--- config.mk ---
export PLATFORM = sky130hd
export DESIGN_NAME = rx_ring_wb
export DESIGN_NICKNAME = d
export VERILOG_FILES = /design/src/rtl/rx_ring_pkg.sv /design/src/rtl/rx_ring_ptr.sv /design/src/rtl/rx_miss_cnt.sv /design/src/rtl/rx_ring_status.sv /design/src/rtl/rx_ring_wb.sv
export SDC_FILE = /design/constraint.sdc
export NUM_CORES = 1
export LEC_CHECK = 0
export BUFFER_PORTS_ARGS = -buffer_cell sky130_fd_sc_hd__buf_2
export CORE_MARGIN = 2
export CORE_UTILIZATION = 57
export CTS_BUF_LIST = sky130_fd_sc_hd__clkbuf_8
export DETAILED_ROUTE_END_ITERATION = 8
export GPL_TIMING_DRIVEN = 0
export HOLD_SLACK_MARGIN = 0.03
export PLACE_DENSITY = 0.83
export SLEW_MARGIN = 20
export SYNTH_ARGS = -nofsm -noshare
export SYNTH_HDL_FRONTEND = slang
export SYNTH_SLANG_ARGS = --single-unit
--- constraint.sdc ---
create_clock -name clk_i -period 5.6 [get_ports clk_i]
set_input_delay 1.12 -clock clk_i [delete_from_list [all_inputs] [get_ports clk_i]]
set_output_delay 1.12 -clock clk_i [all_outputs]
set_load 0.1 [all_outputs]
--- src/rtl/rx_ring_pkg.sv ---
package rx_ring_pkg;
  localparam int unsigned ADDR_W      = 32;
  localparam int unsigned WORD_W      = 32;
  localparam int unsigned DATA_W      = 8;
  localparam int unsigned BE_W        = WORD_W / DATA_W;
  localparam int unsigned LANE_W      = $clog2(BE_W);
  localparam int unsigned RING_ALIGN  = 8;
  localparam int unsigned DESC_SHIFT  = 4;
  localparam int unsigned BUF_PTR_OFF = 8;
  localparam int unsigned LEN_W       = 13;

  localparam int unsigned B_OWN  = 31;
  localparam int unsigned B_EOR  = 30;
  localparam int unsigned B_FS   = 29;
  localparam int unsigned B_LS   = 28;
  localparam int unsigned B_WDOG = 22;
  localparam int unsigned B_RES  = 21;
  localparam int unsigned B_RUNT = 20;
  localparam int unsigned B_CRC  = 19;

  typedef enum logic [2:0] {
    ST_POLL_ST,
    ST_POLL_BUF,
    ST_RECV,
    ST_DROP,
    ST_WB
  } rx_state_e;

  typedef enum logic [1:0] {
    RD_NONE,
    RD_STAT,
    RD_BUF
  } rd_kind_e;
endpackage

--- src/rtl/rx_ring_ptr.sv ---
module rx_ring_ptr import rx_ring_pkg::*; #(
  parameter int unsigned IDX_W = 8
) (
  input  logic                         clk_i,
  input  logic                         rst_ni,
  input  logic [ADDR_W-1:RING_ALIGN]   base_i,
  input  logic                         advance_i,
  input  logic                         wrap_i,
  output logic [ADDR_W-1:0]            desc_addr_o
);
  logic [IDX_W-1:0] idx_q;

  always_ff @(posedge clk_i or negedge rst_ni) begin
    if (!rst_ni)        idx_q <= '0;
    else if (advance_i) idx_q <= wrap_i ? '0 : idx_q + 1'b1;
  end

  assign desc_addr_o = {base_i, {RING_ALIGN{1'b0}}} + (ADDR_W'(idx_q) << DESC_SHIFT);
endmodule

--- src/rtl/rx_miss_cnt.sv ---
module rx_miss_cnt #(
  parameter int unsigned W = 32
) (
  input  logic         clk_i,
  input  logic         rst_ni,
  input  logic         clr_i,
  input  logic         inc_i,
  output logic [W-1:0] cnt_o
);
  always_ff @(posedge clk_i or negedge rst_ni) begin
    if (!rst_ni)     cnt_o <= '0;
    else if (clr_i)  cnt_o <= inc_i ? W'(1) : '0;  // no event lost on a coincident clear
    else if (inc_i)  cnt_o <= cnt_o + 1'b1;
  end
endmodule

--- src/rtl/rx_ring_status.sv ---
module rx_ring_status import rx_ring_pkg::*; #(
  parameter int unsigned CNT_W   = LEN_W + 1,
  parameter int unsigned MIN_LEN = 64
) (
  input  logic [CNT_W-1:0]  cnt_i,
  input  logic [LEN_W-1:0]  size_i,
  input  logic              eor_i,
  input  logic              crc_i,
  output logic [WORD_W-1:0] word_o,
  output logic              has_err_o
);
  logic             ovl, runt;
  logic [LEN_W-1:0] stored;

  assign ovl       = cnt_i > {{(CNT_W-LEN_W){1'b0}}, size_i};
  assign runt      = cnt_i < CNT_W'(MIN_LEN);
  assign stored    = ovl ? size_i : cnt_i[LEN_W-1:0];
  assign has_err_o = crc_i | runt | ovl;

  always_comb begin
    word_o               = '0;
    word_o[B_EOR]        = eor_i;
    word_o[B_FS]         = 1'b1;
    word_o[B_LS]         = 1'b1;
    word_o[B_WDOG]       = ovl;
    word_o[B_RES]        = has_err_o;
    word_o[B_RUNT]       = runt;
    word_o[B_CRC]        = crc_i;
    word_o[LEN_W-1:0]    = stored;
  end
endmodule

--- src/rtl/rx_ring_wb.sv ---
module rx_ring_wb import rx_ring_pkg::*; #(
  parameter int unsigned IDX_W   = 8,
  parameter int unsigned MIN_LEN = 64,
  parameter int unsigned MISS_W  = 32
) (
  input  logic                       clk_i,
  input  logic                       rst_ni,
  input  logic [ADDR_W-1:RING_ALIGN] ring_base_i,
  input  logic                       rx_valid_i,
  input  logic                       rx_sof_i,
  input  logic                       rx_eof_i,
  input  logic [DATA_W-1:0]          rx_data_i,
  input  logic                       rx_err_i,
  output logic                       mem_req_o,
  output logic                       mem_we_o,
  output logic [ADDR_W-1:0]          mem_addr_o,
  output logic [BE_W-1:0]            mem_be_o,
  output logic [WORD_W-1:0]          mem_wdata_o,
  input  logic [WORD_W-1:0]          mem_rdata_i,
  output logic                       rx_ok_o,
  output logic                       rx_err_o,
  input  logic                       miss_clr_i,
  output logic [MISS_W-1:0]          miss_cnt_o
);
  localparam int unsigned CNT_W = LEN_W + 1;

  rx_state_e         state_q, state_d;
  rd_kind_e          rd_kind_q, rd_kind_d;
  logic [WORD_W-1:0] cache_st_q;
  logic [ADDR_W-1:0] cache_buf_q;
  logic              got_st_q, cache_ok_q;
  logic [CNT_W-1:0]  byte_cnt_q, cnt_inc, wr_off;
  logic              crc_q;
  logic              ok_q, err_q;

  logic              frame_start, accept, in_buf, start_ok, byte_wr, miss_inc;
  logic [ADDR_W-1:0] desc_addr, byte_addr;
  logic [WORD_W-1:0] status_word;
  logic              has_err;
  logic              unused_st;

  assign unused_st = ^cache_st_q[B_FS:LEN_W];

  rx_ring_ptr #(.IDX_W(IDX_W)) ptr_i (
    .clk_i       (clk_i),
    .rst_ni      (rst_ni),
    .base_i      (ring_base_i),
    .advance_i   (state_q == ST_WB),
    .wrap_i      (cache_st_q[B_EOR]),
    .desc_addr_o (desc_addr)
  );

  rx_miss_cnt #(.W(MISS_W)) miss_i (
    .clk_i  (clk_i),
    .rst_ni (rst_ni),
    .clr_i  (miss_clr_i),
    .inc_i  (miss_inc),
    .cnt_o  (miss_cnt_o)
  );

  rx_ring_status #(.CNT_W(CNT_W), .MIN_LEN(MIN_LEN)) stat_i (
    .cnt_i     (byte_cnt_q),
    .size_i    (cache_st_q[LEN_W-1:0]),
    .eor_i     (cache_st_q[B_EOR]),
    .crc_i     (crc_q),
    .word_o    (status_word),
    .has_err_o (has_err)
  );

  assign frame_start = rx_valid_i & rx_sof_i;
  assign accept      = cache_ok_q & cache_st_q[B_OWN];
  assign wr_off      = (state_q == ST_RECV) ? byte_cnt_q : '0;
  assign in_buf      = wr_off < {1'b0, cache_st_q[LEN_W-1:0]};
  assign byte_addr   = cache_buf_q + ADDR_W'(wr_off);
  assign cnt_inc     = (&byte_cnt_q) ? byte_cnt_q : byte_cnt_q + 1'b1;

  always_comb begin
    state_d     = state_q;
    rd_kind_d   = RD_NONE;
    mem_req_o   = 1'b0;
    mem_we_o    = 1'b0;
    mem_addr_o  = '0;
    mem_be_o    = '0;
    mem_wdata_o = '0;
    start_ok    = 1'b0;
    byte_wr     = 1'b0;
    miss_inc    = 1'b0;
    unique case (state_q)
      ST_POLL_ST, ST_POLL_BUF: begin
        if (frame_start) begin
          if (accept) begin
            start_ok = 1'b1;
            byte_wr  = in_buf;
            state_d  = rx_eof_i ? ST_WB : ST_RECV;
          end else begin
            miss_inc = 1'b1;
            state_d  = rx_eof_i ? ST_POLL_ST : ST_DROP;
          end
        end else begin
          mem_req_o = 1'b1;
          if (state_q == ST_POLL_ST) begin
            mem_addr_o = desc_addr;
            rd_kind_d  = RD_STAT;
            state_d    = ST_POLL_BUF;
          end else begin
            mem_addr_o = desc_addr + ADDR_W'(BUF_PTR_OFF);
            rd_kind_d  = RD_BUF;
            state_d    = ST_POLL_ST;
          end
        end
      end
      ST_RECV: begin
        if (rx_valid_i) begin
          byte_wr = in_buf;
          if (rx_eof_i) state_d = ST_WB;
        end
      end
      ST_DROP: begin
        if (rx_valid_i && rx_eof_i) state_d = ST_POLL_ST;
      end
      ST_WB: begin
        mem_req_o   = 1'b1;
        mem_we_o    = 1'b1;
        mem_addr_o  = desc_addr;
        mem_be_o    = '1;
        mem_wdata_o = status_word;
        state_d     = ST_POLL_ST;
        if (frame_start) begin
          miss_inc = 1'b1;
          if (!rx_eof_i) state_d = ST_DROP;
        end
      end
      default: state_d = ST_POLL_ST;
    endcase
    if (byte_wr) begin
      mem_req_o   = 1'b1;
      mem_we_o    = 1'b1;
      mem_addr_o  = {byte_addr[ADDR_W-1:LANE_W], {LANE_W{1'b0}}};
      mem_be_o    = BE_W'(1) << byte_addr[LANE_W-1:0];
      mem_wdata_o = {BE_W{rx_data_i}};
    end
  end

  always_ff @(posedge clk_i or negedge rst_ni) begin
    if (!rst_ni) begin
      state_q     <= ST_POLL_ST;
      rd_kind_q   <= RD_NONE;
      cache_st_q  <= '0;
      cache_buf_q <= '0;
      got_st_q    <= 1'b0;
      cache_ok_q  <= 1'b0;
      byte_cnt_q  <= '0;
      crc_q       <= 1'b0;
      ok_q        <= 1'b0;
      err_q       <= 1'b0;
    end else begin
      state_q   <= state_d;
      rd_kind_q <= rd_kind_d;
      if (start_ok) begin
        byte_cnt_q <= CNT_W'(1);
        crc_q      <= rx_err_i;
      end else if (state_q == ST_RECV && rx_valid_i) begin
        byte_cnt_q <= cnt_inc;
        crc_q      <= crc_q | rx_err_i;
      end
      // cache refresh from the poll reads
      if (rd_kind_q == RD_STAT) begin
        cache_st_q <= mem_rdata_i;
        got_st_q   <= 1'b1;
      end else if (rd_kind_q == RD_BUF) begin
        cache_buf_q <= mem_rdata_i;
        cache_ok_q  <= got_st_q;
      end
      if (state_q == ST_WB) begin
        got_st_q   <= 1'b0;
        cache_ok_q <= 1'b0;
      end
      ok_q  <= (state_q == ST_WB) && !has_err;
      err_q <= (state_q == ST_WB) && has_err;
    end
  end

  assign rx_ok_o  = ok_q;
  assign rx_err_o = err_q;
endmodule

# Word-level counts from Yosys, hierarchy flattened

Index checks and enable logic that the tools add are counted.

Flip-flop bits (word level): 128
Input bits: 71
Output and inout port bits: 104

$add $sub $neg: 6
Magnitude comparators: 3
Equality and inequality tests: 11
Shift operators: 1
Muxes and demuxes: 53
Bitwise logic cells: 6
Reductions and logical operators: 16

Operators by type and width:

| cell                                                                   | count |
|---|---|
| 32-bit two-way mux                                                     | 6 |
| 32-bit case mux with 2 select lines                                    | 1 |
| 14-bit two-way mux                                                     | 4 |
| 32-bit by 1-bit adder with 32-bit output (second input constant)       | 1 |
| 32-bit by 12-bit adder with 32-bit output                              | 1 |
| 32-bit by 14-bit adder with 32-bit output                              | 1 |
| 32-bit by 4-bit adder with 32-bit output (second input constant)       | 1 |
| 31-bit two-way mux                                                     | 1 |
| 1-bit two-way mux                                                      | 22 |
| 3-bit two-way mux                                                      | 6 |
| 14-bit by 1-bit adder with 14-bit output (second input constant)       | 1 |
| 14-bit by 13-bit > comparator with 1-bit output                        | 1 |
| 14-bit by 13-bit < comparator with 1-bit output                        | 1 |
| 14-bit by 7-bit < comparator with 1-bit output (second input constant) | 1 |
| 14-bit AND reduction                                                   | 1 |
| 13-bit two-way mux                                                     | 1 |
| 3-bit case mux with 4 select lines                                     | 1 |
| 2-bit two-way mux                                                      | 5 |
| 8-bit by 1-bit adder with 8-bit output (second input constant)         | 1 |
| 4-bit two-way mux                                                      | 2 |
| 8-bit two-way mux                                                      | 1 |
| 2-bit inequality test (second input constant)                          | 4 |
| 2-bit nonzero test                                                     | 4 |
| 3-bit by 2-bit == test with 1-bit output (second input constant)       | 2 |
| 16 further kinds                                                       | 26 |

# Logic depth before layout (Yosys ltp)

Depth after elaboration: 7
Gate-level depth with buffers: 15
Mapped depth without buffers: 12

# Hierarchy

From an unflattened synthesis, not the netlist that was laid out.

Cells, all modules: 1,075
Area total of the unflattened synthesis: 9,326.4 sq um

By module, submodules not included:

| module         | instances | cells each | area an instance (sq um) | sequential area each (sq um) |
|---|---|---|---|---|
| rx_ring_wb     | 1         | 688        | 5,866.9                  | 1,776.7 |
| rx_miss_cnt    | 1         | 180        | 1,730.4                  | 800.8 |
| rx_ring_ptr    | 1         | 121        | 988.4                    | 200.2 |
| rx_ring_status | 1         | 86         | 740.7                    | 0.0 |

# Worst setup path before layout

OpenSTA, ideal clock, no wires.

Path type: register to output
Start: reg state_q[0]
End: out mem_addr_o[8]
Data arrival time: 4.888 ns
Required time: 4.480 ns
Slack: -0.408 ns
Cell stages (with the launch flop): 14
Path buffers: 1
Path through: dfrtp_1 > buf_2 > or4bb_1 > inv_1 > ha_1 > fa_1 > maj3_1 > o211ai_1 > a211o_1 > a21boi_0 > o21ai_0 > a31oi_1 > xnor2_1 > o21ai_0

Longest elaborated chain between the ends: 7
Elaborated cells on any way between the ends: 16
Those cells by class: add/sub (1); order compare (1); eq/ne (3); mux (9); reduce/logical (2)

Ends and longest elaborated chain:

| item                                            | RTL line                           | text |
|---|---|---|
| start: declaration                              | rx_ring_wb.sv:27                   | `rx_state_e state_q, state_d;` |
| start signal: assignment                        | rx_ring_wb.sv:157                  | `state_q <= state_d;` |
| 3-bit by 2-bit == test with 1-bit output        | rx_ring_wb.sv:72, rx_ring_wb.sv:88 |  |
| 14-bit two-way mux                              | rx_ring_wb.sv:72                   | `assign wr_off = (state_q == ST_RECV) ? byte_cnt_q : '0;` |
| 14-bit by 13-bit < comparator with 1-bit output | rx_ring_wb.sv:73                   | `assign in_buf = wr_off < {1'b0, cache_st_q[LEN_W-1:0]};` |
| 1-bit two-way mux                               | rx_ring_wb.sv:91                   | `if (accept) begin` |
| 1-bit two-way mux                               | rx_ring_wb.sv:90                   | `if (frame_start) begin` |
| 1-bit case mux with 2 select lines              | rx_ring_wb.sv:88                   | `unique case (state_q)` |
| 32-bit two-way mux *                            | rx_ring_wb.sv:135                  | `if (byte_wr) begin` |
| end: declaration                                | rx_ring_wb.sv:16                   | `output logic [ADDR_W-1:0] mem_addr_o,` |

Mark *: on every way between the ends. The rest lies on a longest branch, timed or not.

# Worst setup path in the final report

Start: reg state_q[0]
End: out mem_addr_o[30]

The elaborated chain is that of the path after synthesis.

==> results.sh <==
export IMPL_outcome="complete, no violations"
export IMPL_synth_cell_type_count=79
export IMPL_fp_coreArea_sq_um=14400
export IMPL_clock_latency_ps=410
export IMPL_ir_drop_uv=292
export IMPL_setup_viol=0
export IMPL_yosys_area_top_type="dfrtp_1"
export IMPL_synthTopCellsByArea="dfrtp_1 34%, ha_1 5.4%, xor2_1 5.2%"
export IMPL_hold_viol=0
export IMPL_viasPerCell=6.00
export IMPL_drt_iter0_markers=545
export IMPL_place_congestion=0.955
export IMPL_worstSetupEndpointType="output pin"
export IMPL_die_area_sq_um=15500
export IMPL_grt_pass1_wl_um=37400
export IMPL_syn_instance_count=963
export IMPL_regArea_sq_um=2780
export IMPL_cp_num_buf_inv=3
export IMPL_num_rows=44
export IMPL_final_cell_mix="169 x buf_2, 110 x dfrtp_1, 105 x nand2_1"
export IMPL_clock_path_buffers=2
export IMPL_p_per_area_nw_per_um2=495
export IMPL_netlist_area_sq_um=8280
export IMPL_fill_cells=1192
export IMPL_fmax_mhz=183
export IMPL_io_buffer_count=171
export IMPL_vias=8016
export IMPL_async_flop_share_pct=100
export IMPL_fin_nets=1258
export IMPL_clk_pin_slew_ps=110
export IMPL_die_height_um=125
export IMPL_worst_hold_slack_ps=509
export IMPL_cp_max_fo=10
export IMPL_area_growth_pct=17.3
export IMPL_cp_slowest_cell="or4bb_1"
export IMPL_max_cap_viol_count=0
export IMPL_timing_slew_headroom_pct=39.1
export IMPL_crit_chain="buf_2 > or4bb_1 > inv_1 > ha_2 > fa_2 > maj3_1 > o211ai_1 > a211o_1 > a211oi_4 > o21ai_4 > and4bb_2 > xnor2_1 > o22ai_1 > buf_4"
export IMPL_antenna_cells=0
export IMPL_synth_seq_area_share_pct=33.5
export IMPL_wl_um=23400
export IMPL_synthDominantCellAreaShare_pct=33.5
export IMPL_initial_core_util_pct=57.7
export IMPL_path_delay_family="compound AO/OA/AOI/OAI gates"
export IMPL_tightest_slew_ps=901
export IMPL_drive_above_1_share_pct=23.2
export IMPL_r2r_slack_ps=2690
export IMPL_fin_crit_ps=5460
export IMPL_grtUsageTotal_pct=29.6
export IMPL_path_class="flip-flop to output pin"
export IMPL_final_antenna_net_count=0
export IMPL_grt_pass1_vias=7391
export IMPL_cts_root_buf="clkbuf_8"
export IMPL_final_cell_area_sq_um=9720
export IMPL_placed_area_sq_um=9410
export IMPL_ctsHtreeMaxLevel=3
export IMPL_critPathMaxStageDelay_ps=600
export IMPL_drc=0
export IMPL_overflow=0
export IMPL_multi_input_area_sq_um=5130
export IMPL_cts_buffers=9
export IMPL_dp_hpwl_um=17700
export IMPL_grt_max_degree=59
export IMPL_numClockSinks=111
export IMPL_fin_crit_sh_pct=97.5
export IMPL_cp_required_ps=4480
export IMPL_synth_edff_count=0
export IMPL_antenna_found_initial=0
export IMPL_tritoncts="built"
export IMPL_avgSynthCellArea_sq_um=8.60
export IMPL_synth_warnings=0
export IMPL_synth_main_ff_cell="dfrtp_1"
export IMPL_fp_dieW_um=125
export IMPL_drtPass1Iterations=5
export IMPL_fin_skew_ps=15.0
export IMPL_start_kind="flip-flop"
export IMPL_wl_per_cell_um=17.5
export IMPL_hold_class="flip-flop to flip-flop"
export IMPL_p_leak_nw=4.56
export IMPL_final_common_cell="buf_2"
export IMPL_maxSlewViolCount=0
export IMPL_io_pins=175
export IMPL_ys_seq_elements=111
export IMPL_worst_ep_arrival_time_ps=4340
==> cell type report <==
| class | instances | area share [%] |
|---|---|---|
| Buffer | 58 | 2.91 |
| Clock inverter | 6 | 0.798 |
| Sequential cell | 111 | 28.6 |
| Inverter | 39 | 1.51 |
| Timing Repair Buffer | 174 | 9.75 |
| Tap cell | 184 | 2.37 |
| Clock buffer | 9 | 1.27 |
| Multi-Input combinational cell | 756 | 52.8 |
==> synthesized netlist by cell type (11+ instances only) <==
master,instances
nor3b_1,11
nor3_1,14
buf_2,13
xor2_1,49
xnor2_1,41
a21o_1,11
nand4_1,19
mux2i_1,23
nand2_1,105
ha_1,36
nand3_1,41
clkbuf_1,30
o21ai_0,75
dfrtp_1,111
mux2_2,30
a21oi_1,33
o22ai_1,16
and3_1,18
nand3b_1,11
inv_1,39
nor2b_1,12
nor2_1,81
==> report_power, final <==
group          internal, mW  switching [mW]
logic                 0.851            2.17
registers              1.03           0.239
clock network         0.213           0.309
==> final timing paths <==
kind / depth (start not counted) / endpoint / start
setup / recovery: 14 / mem_addr_o[30] / state_q[0]
hold / removal: 2 / got_st_q / got_st_q
setup reg to reg: 9 / miss_i.cnt_o[30] / state_q[1]
hold reg to reg: 2 / got_st_q / got_st_q
max in group asynchronous: 2 / cache_buf_q[31] / rst_ni
min in group asynchronous: 1 / byte_cnt_q[4] / rst_ni
==> state kept, by name, indices dropped and copies added (netlist names) <==
name          cells
cache_buf_q      32
miss_i.cnt_o     32
cache_st_q       15
byte_cnt_q       14
ptr_i.idx_q       8
state_q           3
rd_kind_q         2
cache_ok_q        1
crc_q             1
got_st_q          1
rx_err_o          1
rx_ok_o           1
==> metal layers <==
metal | global-route usage [%] | vias up | wire (um)
li1 | - | 3783 | -
met1 | 40.1 | 3848 | 10000
met2 | 47.7 | 330 | 11000
met3 | 5.37 | 55 | 1670
met4 | 11.2 | 0 | 708
met5 | 0 | - | 0
==> worst min-delay path, cell delays in order (launching register included) <==
cell,delay [ps]
dfrtp_1,360
nor2_1,50
nor2_1,70
==> per-stage QoR <==
stage	std cells	utilization [%]	TNS (ps)	setup slack (ps)	power, mW
3_3_place_gp	1319	65.2	-37.9	-37.9	4.13
4_1_cts	1336	67.0	0	21.5	4.73
2_1_floorplan	964	-	-880	-253	3.59
3_5_place_dp	1320	65.5	-68.3	-68.3	4.19
6_report	1337	67.6	0	138	4.81
5_1_grt	1337	67.6	-23.9	-18.8	5.06
==> cell families (layout without fill, tap and decap cells) <==
group,Yosys count,count (layout),synth area share [%]
and+or+nand+nor,368,368,22.9
AOI/OAI and AO/OA,199,199,15.3
DFF,111,111,33.5
buffers and inverters,97,286,5.14
xor gates and xnor gates,90,90,9.52
muxes,53,53,6.86
adders and majority gates,44,44,6.66
other,1,2,0.0453
==> timing repair <==
action / in CTS / in global routing
buffers inserted: 1 / 1
gates resized for setup: 6 / 24
hold buffers: 0 / 0
hold endpoints to repair: 0 / 0
setup endpoints to repair: 61 / 25
pin swaps: 1 / 2
No activity file was read; power rests on OpenSTA's default activity.
